## config.mk

```make
export PLATFORM = sky130hd
export DESIGN_NAME = burst_reader
export DESIGN_NICKNAME = d
export VERILOG_FILES = /design/src/rtl/burst_pkg.sv /design/src/rtl/burst_trig.sv /design/src/rtl/burst_sclk.sv /design/src/rtl/burst_csum.sv /design/src/rtl/burst_reader.sv
export SDC_FILE = /design/constraint.sdc
export NUM_CORES = 1
export LEC_CHECK = 0
export BUFFER_PORTS_ARGS = -buffer_cell sky130_fd_sc_hd__buf_2
export CAP_MARGIN = 40
export CORE_UTILIZATION = 63
export DETAILED_ROUTE_END_ITERATION = 7
export PLACE_DENSITY = 0.85
export SYNTH_ARGS = -nofsm -noshare
export SYNTH_HDL_FRONTEND = slang
export SYNTH_SLANG_ARGS = --single-unit
export TNS_END_PERCENT = 10
```

## constraint.sdc

```tcl
create_clock -name clk_i -period 7.9 [get_ports clk_i]
set_input_delay 1.58 -clock clk_i [delete_from_list [all_inputs] [get_ports clk_i]]
set_output_delay 1.58 -clock clk_i [all_outputs]
set_load 0.05 [all_outputs]
```

## src/rtl/burst_pkg.sv

```systemverilog
package burst_pkg;
  typedef enum logic [1:0] {ST_IDLE, ST_XFER, ST_TAIL} burst_st_e;
endpackage

```

## src/rtl/burst_trig.sv

```systemverilog
module burst_trig (
  input  logic clk_i,
  input  logic rst_ni,
  input  logic line_i,
  output logic rise_o
);
  logic [2:0] sync_q;

  always_ff @(posedge clk_i or negedge rst_ni) begin
    if (!rst_ni) sync_q <= '0;
    else         sync_q <= {sync_q[1:0], line_i};
  end

  assign rise_o = sync_q[1] & ~sync_q[2];

  AST_RISE_ONE_CYCLE: assert property (@(posedge clk_i) disable iff (!rst_ni)
    rise_o |=> !rise_o);
endmodule

```

## src/rtl/burst_sclk.sv

```systemverilog
module burst_sclk #(
  parameter int HALF_DIV = 125
) (
  input  logic clk_i,
  input  logic rst_ni,
  input  logic run_i,
  output logic sclk_o,
  output logic fall_o,
  output logic rise_o
);
  localparam int DIV_W = (HALF_DIV > 1) ? $clog2(HALF_DIV) : 1;

  logic [DIV_W-1:0] cnt_q;
  logic             sclk_q;
  logic             tick;

  assign tick = run_i && (cnt_q == DIV_W'(HALF_DIV - 1));

  always_ff @(posedge clk_i or negedge rst_ni) begin
    if (!rst_ni) begin
      cnt_q  <= '0;
      sclk_q <= 1'b1;
    end else if (!run_i) begin
      cnt_q  <= '0;
      sclk_q <= 1'b1;
    end else if (tick) begin
      cnt_q  <= '0;
      sclk_q <= ~sclk_q;
    end else begin
      cnt_q  <= cnt_q + 1'b1;
    end
  end

  assign sclk_o = sclk_q;
  assign fall_o = tick & sclk_q;
  assign rise_o = tick & ~sclk_q;

  AST_SCLK_PARKS_HIGH: assert property (@(posedge clk_i) disable iff (!rst_ni)
    !run_i |=> sclk_o);
endmodule

```

## src/rtl/burst_csum.sv

```systemverilog
module burst_csum #(
  parameter int WORD_W  = 16,
  parameter int N_TERMS = 9
) (
  input  logic              clk_i,
  input  logic              rst_ni,
  input  logic              clr_i,
  input  logic              add_i,
  input  logic [WORD_W-1:0] word_i,
  output logic              match_o
);
  localparam int HALF_W  = WORD_W / 2;
  localparam int MAX_SUM = N_TERMS * 2 * ((1 << HALF_W) - 1);

  logic [WORD_W-1:0] sum_q;
  logic [WORD_W-1:0] byte_sum;

  assign byte_sum = WORD_W'(word_i[WORD_W-1:HALF_W]) + WORD_W'(word_i[HALF_W-1:0]);

  always_ff @(posedge clk_i or negedge rst_ni) begin
    if (!rst_ni)     sum_q <= '0;
    else if (clr_i)  sum_q <= '0;
    else if (add_i)  sum_q <= sum_q + byte_sum;
  end

  assign match_o = (sum_q == word_i);

  AST_SUM_IN_RANGE: assert property (@(posedge clk_i) disable iff (!rst_ni)
    32'(sum_q) <= MAX_SUM);
endmodule

```

## src/rtl/burst_reader.sv

```systemverilog
module burst_reader
  import burst_pkg::*;
#(
  parameter int              HALF_DIV = 125,
  parameter int              N_WORDS  = 10,
  parameter int              WORD_W   = 16,
  parameter logic [15:0]     CMD_WORD = 16'h3E00
) (
  input  logic                        clk_i,
  input  logic                        rst_ni,
  input  logic                        start_i,
  input  logic                        drdy_i,
  input  logic                        drdy_en_i,
  input  logic                        miso_i,
  output logic                        sclk_o,
  output logic                        cs_no,
  output logic                        mosi_o,
  output logic                        busy_o,
  output logic                        valid_o,
  output logic                        csum_err_o,
  output logic [N_WORDS*WORD_W-1:0]   data_o
);
  localparam int BIT_W = $clog2(WORD_W);
  localparam int IDX_W = $clog2(N_WORDS + 1);
  localparam int DIV_W = (HALF_DIV > 1) ? $clog2(HALF_DIV) : 1;

  burst_st_e         state_q;
  logic              cs_q, mosi_q, valid_q, err_q, err_pend_q;
  logic [WORD_W-1:0] tx_q, rx_q, rx_next;
  logic [BIT_W-1:0]  bit_q;
  logic [IDX_W-1:0]  idx_q;
  logic [DIV_W-1:0]  tail_q;
  logic [WORD_W-1:0] shadow_q [N_WORDS];
  logic [N_WORDS*WORD_W-1:0] data_q;

  logic drdy_rise, trigger, launch;
  logic sclk_fall, sclk_rise;
  logic word_done, data_word, last_word, csum_match;

  burst_trig i_trig (
    .clk_i (clk_i), .rst_ni (rst_ni), .line_i (drdy_i), .rise_o (drdy_rise)
  );

  burst_sclk #(.HALF_DIV (HALF_DIV)) i_sclk (
    .clk_i (clk_i), .rst_ni (rst_ni), .run_i (state_q == ST_XFER),
    .sclk_o (sclk_o), .fall_o (sclk_fall), .rise_o (sclk_rise)
  );

  assign rx_next   = {rx_q[WORD_W-2:0], miso_i};
  assign word_done = sclk_rise && (bit_q == BIT_W'(WORD_W - 1));
  assign data_word = word_done && (idx_q != '0);
  assign last_word = (idx_q == IDX_W'(N_WORDS));
  assign trigger   = start_i | (drdy_en_i & drdy_rise);
  assign launch    = trigger && (state_q == ST_IDLE);

  burst_csum #(.WORD_W (WORD_W), .N_TERMS (N_WORDS - 1)) i_csum (
    .clk_i (clk_i), .rst_ni (rst_ni), .clr_i (launch),
    .add_i (data_word && !last_word), .word_i (rx_next), .match_o (csum_match)
  );

  always_ff @(posedge clk_i or negedge rst_ni) begin
    if (!rst_ni) begin
      state_q    <= ST_IDLE;
      cs_q       <= 1'b1;
      mosi_q     <= 1'b0;
      tx_q       <= '0;
      rx_q       <= '0;
      bit_q      <= '0;
      idx_q      <= '0;
      tail_q     <= '0;
      valid_q    <= 1'b0;
      err_q      <= 1'b0;
      err_pend_q <= 1'b0;
      data_q     <= '0;
      for (int k = 0; k < N_WORDS; k++) shadow_q[k] <= '0;
    end else begin
      valid_q <= 1'b0;
      unique case (state_q)
        ST_IDLE: if (launch) begin
          state_q <= ST_XFER;
          cs_q    <= 1'b0;
          tx_q    <= WORD_W'(CMD_WORD);
          bit_q   <= '0;
          idx_q   <= '0;
        end
        ST_XFER: begin
          if (sclk_fall) begin
            mosi_q <= tx_q[WORD_W-1];
            tx_q   <= tx_q << 1;
          end
          if (sclk_rise) begin
            rx_q  <= rx_next;
            bit_q <= word_done ? '0 : bit_q + 1'b1;
          end
          if (word_done) begin
            idx_q <= idx_q + 1'b1;
            // frame 0 is the command slot: nothing stored
            if (data_word) shadow_q[IDX_W'(idx_q - 1'b1)] <= rx_next;
            if (last_word) begin
              err_pend_q <= ~csum_match;
              state_q    <= ST_TAIL;
              tail_q     <= '0;
            end
          end
        end
        ST_TAIL: begin
          mosi_q <= 1'b0;
          tail_q <= tail_q + 1'b1;
          if (tail_q == DIV_W'(HALF_DIV - 1)) begin
            state_q <= ST_IDLE;
            cs_q    <= 1'b1;
            valid_q <= 1'b1;
            err_q   <= err_pend_q;
            for (int k = 0; k < N_WORDS; k++) data_q[k*WORD_W +: WORD_W] <= shadow_q[k];
          end
        end
        default: state_q <= ST_IDLE;
      endcase
    end
  end

  assign cs_no      = cs_q;
  assign mosi_o     = mosi_q;
  assign busy_o     = (state_q != ST_IDLE);
  assign valid_o    = valid_q;
  assign csum_err_o = err_q;
  assign data_o     = data_q;

  AST_CS_LOW_BUSY: assert property (@(posedge clk_i) disable iff (!rst_ni)
    !cs_no |-> busy_o);
  AST_SCLK_HIGH_DESELECTED: assert property (@(posedge clk_i) disable iff (!rst_ni)
    cs_no |-> sclk_o);
  AST_VALID_AT_RELEASE: assert property (@(posedge clk_i) disable iff (!rst_ni)
    $fell(busy_o) |-> (valid_o && cs_no));
  AST_VALID_SINGLE: assert property (@(posedge clk_i) disable iff (!rst_ni)
    valid_o |=> !valid_o);
  AST_RECORD_HELD: assert property (@(posedge clk_i) disable iff (!rst_ni)
    !valid_o |-> ($stable(data_o) && $stable(csum_err_o)));
endmodule

```

==> results list <==
- Die footprint: 26600 um2
- The clock passes through at most 3 buffers.
* Final total negative setup slack: 0 ns
* Critical path type: in2reg
- Count of placed standard cells including taps: 1595
* Root Buffer Master: sky130_fd_sc_hd__clkbuf_16
* Violation count after the first detailed-route iteration: 702
- The final layout contains routed wiring with a total length of 36.3 mm.
- The tool flagged a number of max-cap violations equal to 0.
- The die is 163 um tall.
* Remaining routing DRC violations: 0
- Slew Viols, Final: 0
- CTS built an H-tree with a depth of 2.
* Mapped Area: 16300 um2
* CTS tree: done
* Site Rows: 58
- Slew at the pin closest to its max-slew limit: 1.07 ns
* Result of the run: completed
- Synth Area per Inst: 14.4 um2
- The layout has 1543 filler cells.
- Placer Congestion: 0.880
* Filler-free cell count of the finished design: 1669
- Maximum fanout along the worst path: 13
- Residual antenna-violating net count after detailed routing: 0
- Power per standard cell area: 211 nW/um2
- The number of global-route vias before repair came to 10100.
- Number of synthesized flops with an enable pin: 0
- Startpoint type of the worst setup path: primary input
- Counting instances, the worst hold path has a depth of 0.
- Setup violations remaining at the end of the flow were counted as 0.
- Number of top-level pins: 172
* Share of async-settable or async-resettable flops after synthesis: 100%
* Core outline area: 25300 um2
- Iteration count of the initial detailed-routing pass: 4
* Insertion delay to the later sink of the worst-skew pair: 0.53 ns
- Number of instances in the synthesized netlist: 1134
- Detailed placement finished with a half-perimeter wire length of 22.5 mm.
* Leakage power summed over all cells: 10.1 nW
- Clock transition time at the flip-flop clock pins of the worst setup and hold paths: 0.06 ns
- The synthesized design devotes to its leading area cell type 59.6% of total area.
- The initial utilization of the core area, before any placement, comes to 64.5%.
* Upper clock frequency limit: 229 MHz
- Number of warnings printed during yosys synthesis: 0
* Placed cell areas: 17500 um2
- GR Util All Layers: 28.1%
- Synth area leaders: sky130_fd_sc_hd__dfrtp_1 (60%), sky130_fd_sc_hd__mux2_2 (20%), sky130_fd_sc_hd__mux2_4 (3.7%)
- Entering global routing, the biggest net connects 142 pins.
- Leading cell types by count after synthesis: sky130_fd_sc_hd__dfrtp_1 (389), sky130_fd_sc_hd__mux2_2 (294), sky130_fd_sc_hd__mux2_4 (40)
- The number of hold buffers added after CTS was 0.
- The final-report hold violation count came to 0.
- Among all flip-flop cells after synthesis, the most frequent one is sky130_fd_sc_hd__dfrtp_1.
- The number of clock buffers added by TritonCTS is 40.
* Register area share after synthesis: 60.0%
* Gates resized, CTS repair: 0
* Clock period minus final worst setup slack: 4.38 ns
- STA classifies the critical path endpoint as a register.
* Post-synthesis cell type count: 61
* Yosys top cell by area: sky130_fd_sc_hd__dfrtp_1
* Cell with the most instances after synthesis: sky130_fd_sc_hd__dfrtp_1
* Clock Sink Count: 391
* Post-synth net total: 1171
- Input and output buffers added on the ports amount to 171.
- Setup repair bufs after CTS: 0
- Setup repair after global routing missed its margin: no
- Counting cells, the worst reg-to-reg path comes to 14.
* Register area: 9790 um2
- Worst-case hold slack: 0.359 ns
- The die is 163 um wide.
* Tcrit/Tclk final: 55.4%
- Total area of multi-input combinational cells: 6220 um2
- In the routed layout, each cell is associated on average with a via count of 5.86.
* Diode count: 0
- The first global-routing pass estimated 57.1 mm of wire.
- Summing all non-filler instances in the final layout gives an area of 18900 um2.
* Fraction of final layout cells with drive strength greater than 1: 45.9%
* Routed vias: 9781
* Layout area overhead: 15.8%
- Net count reported at finish: 1344
- Peak supply drop: 0.000192 V
- Data arrival, critical path: 4.81 ns
- Worst Hold Class: reg2reg
- STA puts the critical path data required time at 8.34 ns.
- Global routing finished with a remaining overflow of 0.
- The initial antenna violation count is 0.
- After detailed routing, the average wire length per cell comes to 21.8 um.
- Synthesis inferred 391 register bits.
- Measured against its own limit, the worst slew margin works out to 28.4%.
- Across the routed clock network, the largest skew measured is 0.0181 ns.
## flip-flops by register name (all words and copies together), names as in the netlist
signal         cells
data_o           160
shadow_q         160
i_csum.sum_q      16
rx_q              15
i_sclk.cnt_q       7
tail_q             7
tx_q               7
bit_q              4
idx_q              4
i_trig.sync_q      3
state_q            2
cs_no              1
csum_err_o         1
err_pend_q         1
i_sclk.sclk_o      1
mosi_o             1
valid_o            1
## final timing paths
path	from	to	slack, ns
hold / removal	i_trig.sync_q[0]	i_trig.sync_q[1]	0.36
max in group asynchronous	rst_ni	shadow_q[131]	5.47
hold reg to reg	i_trig.sync_q[0]	i_trig.sync_q[1]	0.36
setup reg to reg	rx_q[7]	i_csum.sum_q[9]	3.94
setup / recovery	miso_i	i_csum.sum_q[9]	3.52
min in group asynchronous	rst_ni	data_o[70]	1.16
## area by class of cell
type | count | area share (%)
clock buffers | 57 | 6.22
clock inverters | 17 | 1.07
inverters | 18 | 0.357
multi-input cells | 669 | 32.9
flip-flops and latches | 391 | 51.8
well taps | 330 | 2.18
repair buffers | 187 | 5.51
## layout by cell type (no fill, tap or decap), drive strengths merged, types with 4 or more instances in the layout
cell type  Yosys  routed
and3           4       4
o21ai         35      35
clkbuf        35      57
nor4           5       5
nand3b         8       8
or2            5       5
nand2         40      40
dfrtp        389     389
mux2i          6       6
xor2           7       7
o211ai         4       4
clkinv         0       9
ha            29      29
buf           21     187
bufinv         0       4
a21oi         17      17
inv           18      21
nand4         13      13
o31ai          5       5
a31oi          5       5
nand3         32      32
a21o           9       9
nand2b         7       7
xnor2         25      25
nor2          36      36
mux2         334     334
## cells by family after synthesis
kind of cell / synth area share (%)
DFF: 60.0
muxes: 24.3
and+or+nand+nor: 5.86
AOI/OAI and AO/OA: 3.67
buffers and inverters: 2.00
xor gates and xnor gates: 1.72
adders and majority gates: 2.47
## per-stage QoR
stage / power [mW] / setup slack (ns) / utilization, %
finish: 4.00 / 3.52 / 74.7
global route: 4.12 / 3.32 / 74.7
CTS: 4.03 / 3.57 / 74.7
detailed placement: 2.09 / 3.03 / 69.2
global placement: 2.09 / 3.15 / 69.0
floorplan: 2.05 / 3.85 / -
## metal layers
layer / share of wire, % / global-route usage (%) / vias to the layer above / wire length (um)
met4: 2.7 / 9.13 / 0 / 986
li1: - / - / 4388 / -
met1: 43 / 37.3 / 5071 / 15500
met3: 5.0 / 5.02 / 70 / 1810
met2: 50 / 46.9 / 252 / 18000
met5: 0 / 0 / - / 0
## critical path, cell delays in order
cell and delay [ns]:
sky130_fd_sc_hd__buf_2 0.30, sky130_fd_sc_hd__ha_1 0.24, sky130_fd_sc_hd__inv_1 0.06, sky130_fd_sc_hd__fa_1 0.40
sky130_fd_sc_hd__nor2b_1 0.12, sky130_fd_sc_hd__o21ai_0 0.10, sky130_fd_sc_hd__a21boi_0 0.38, sky130_fd_sc_hd__o31a_1 0.20
sky130_fd_sc_hd__a21oi_1 0.06, sky130_fd_sc_hd__ha_1 0.35, sky130_fd_sc_hd__a21oi_1 0.26, sky130_fd_sc_hd__nor2_1 0.09
sky130_fd_sc_hd__a21oi_1 0.28, sky130_fd_sc_hd__nand2_1 0.13, sky130_fd_sc_hd__a311oi_1 0.26
## power by group
part | internal (mW) | switching [mW] | total (mW)
sequential | 2.01 | 0.00179 | 2.01
clock | 1.17 | 0.770 | 1.94
combinational | 0.00704 | 0.0401 | 0.0471
No activity file was read; power rests on OpenSTA's default activity.
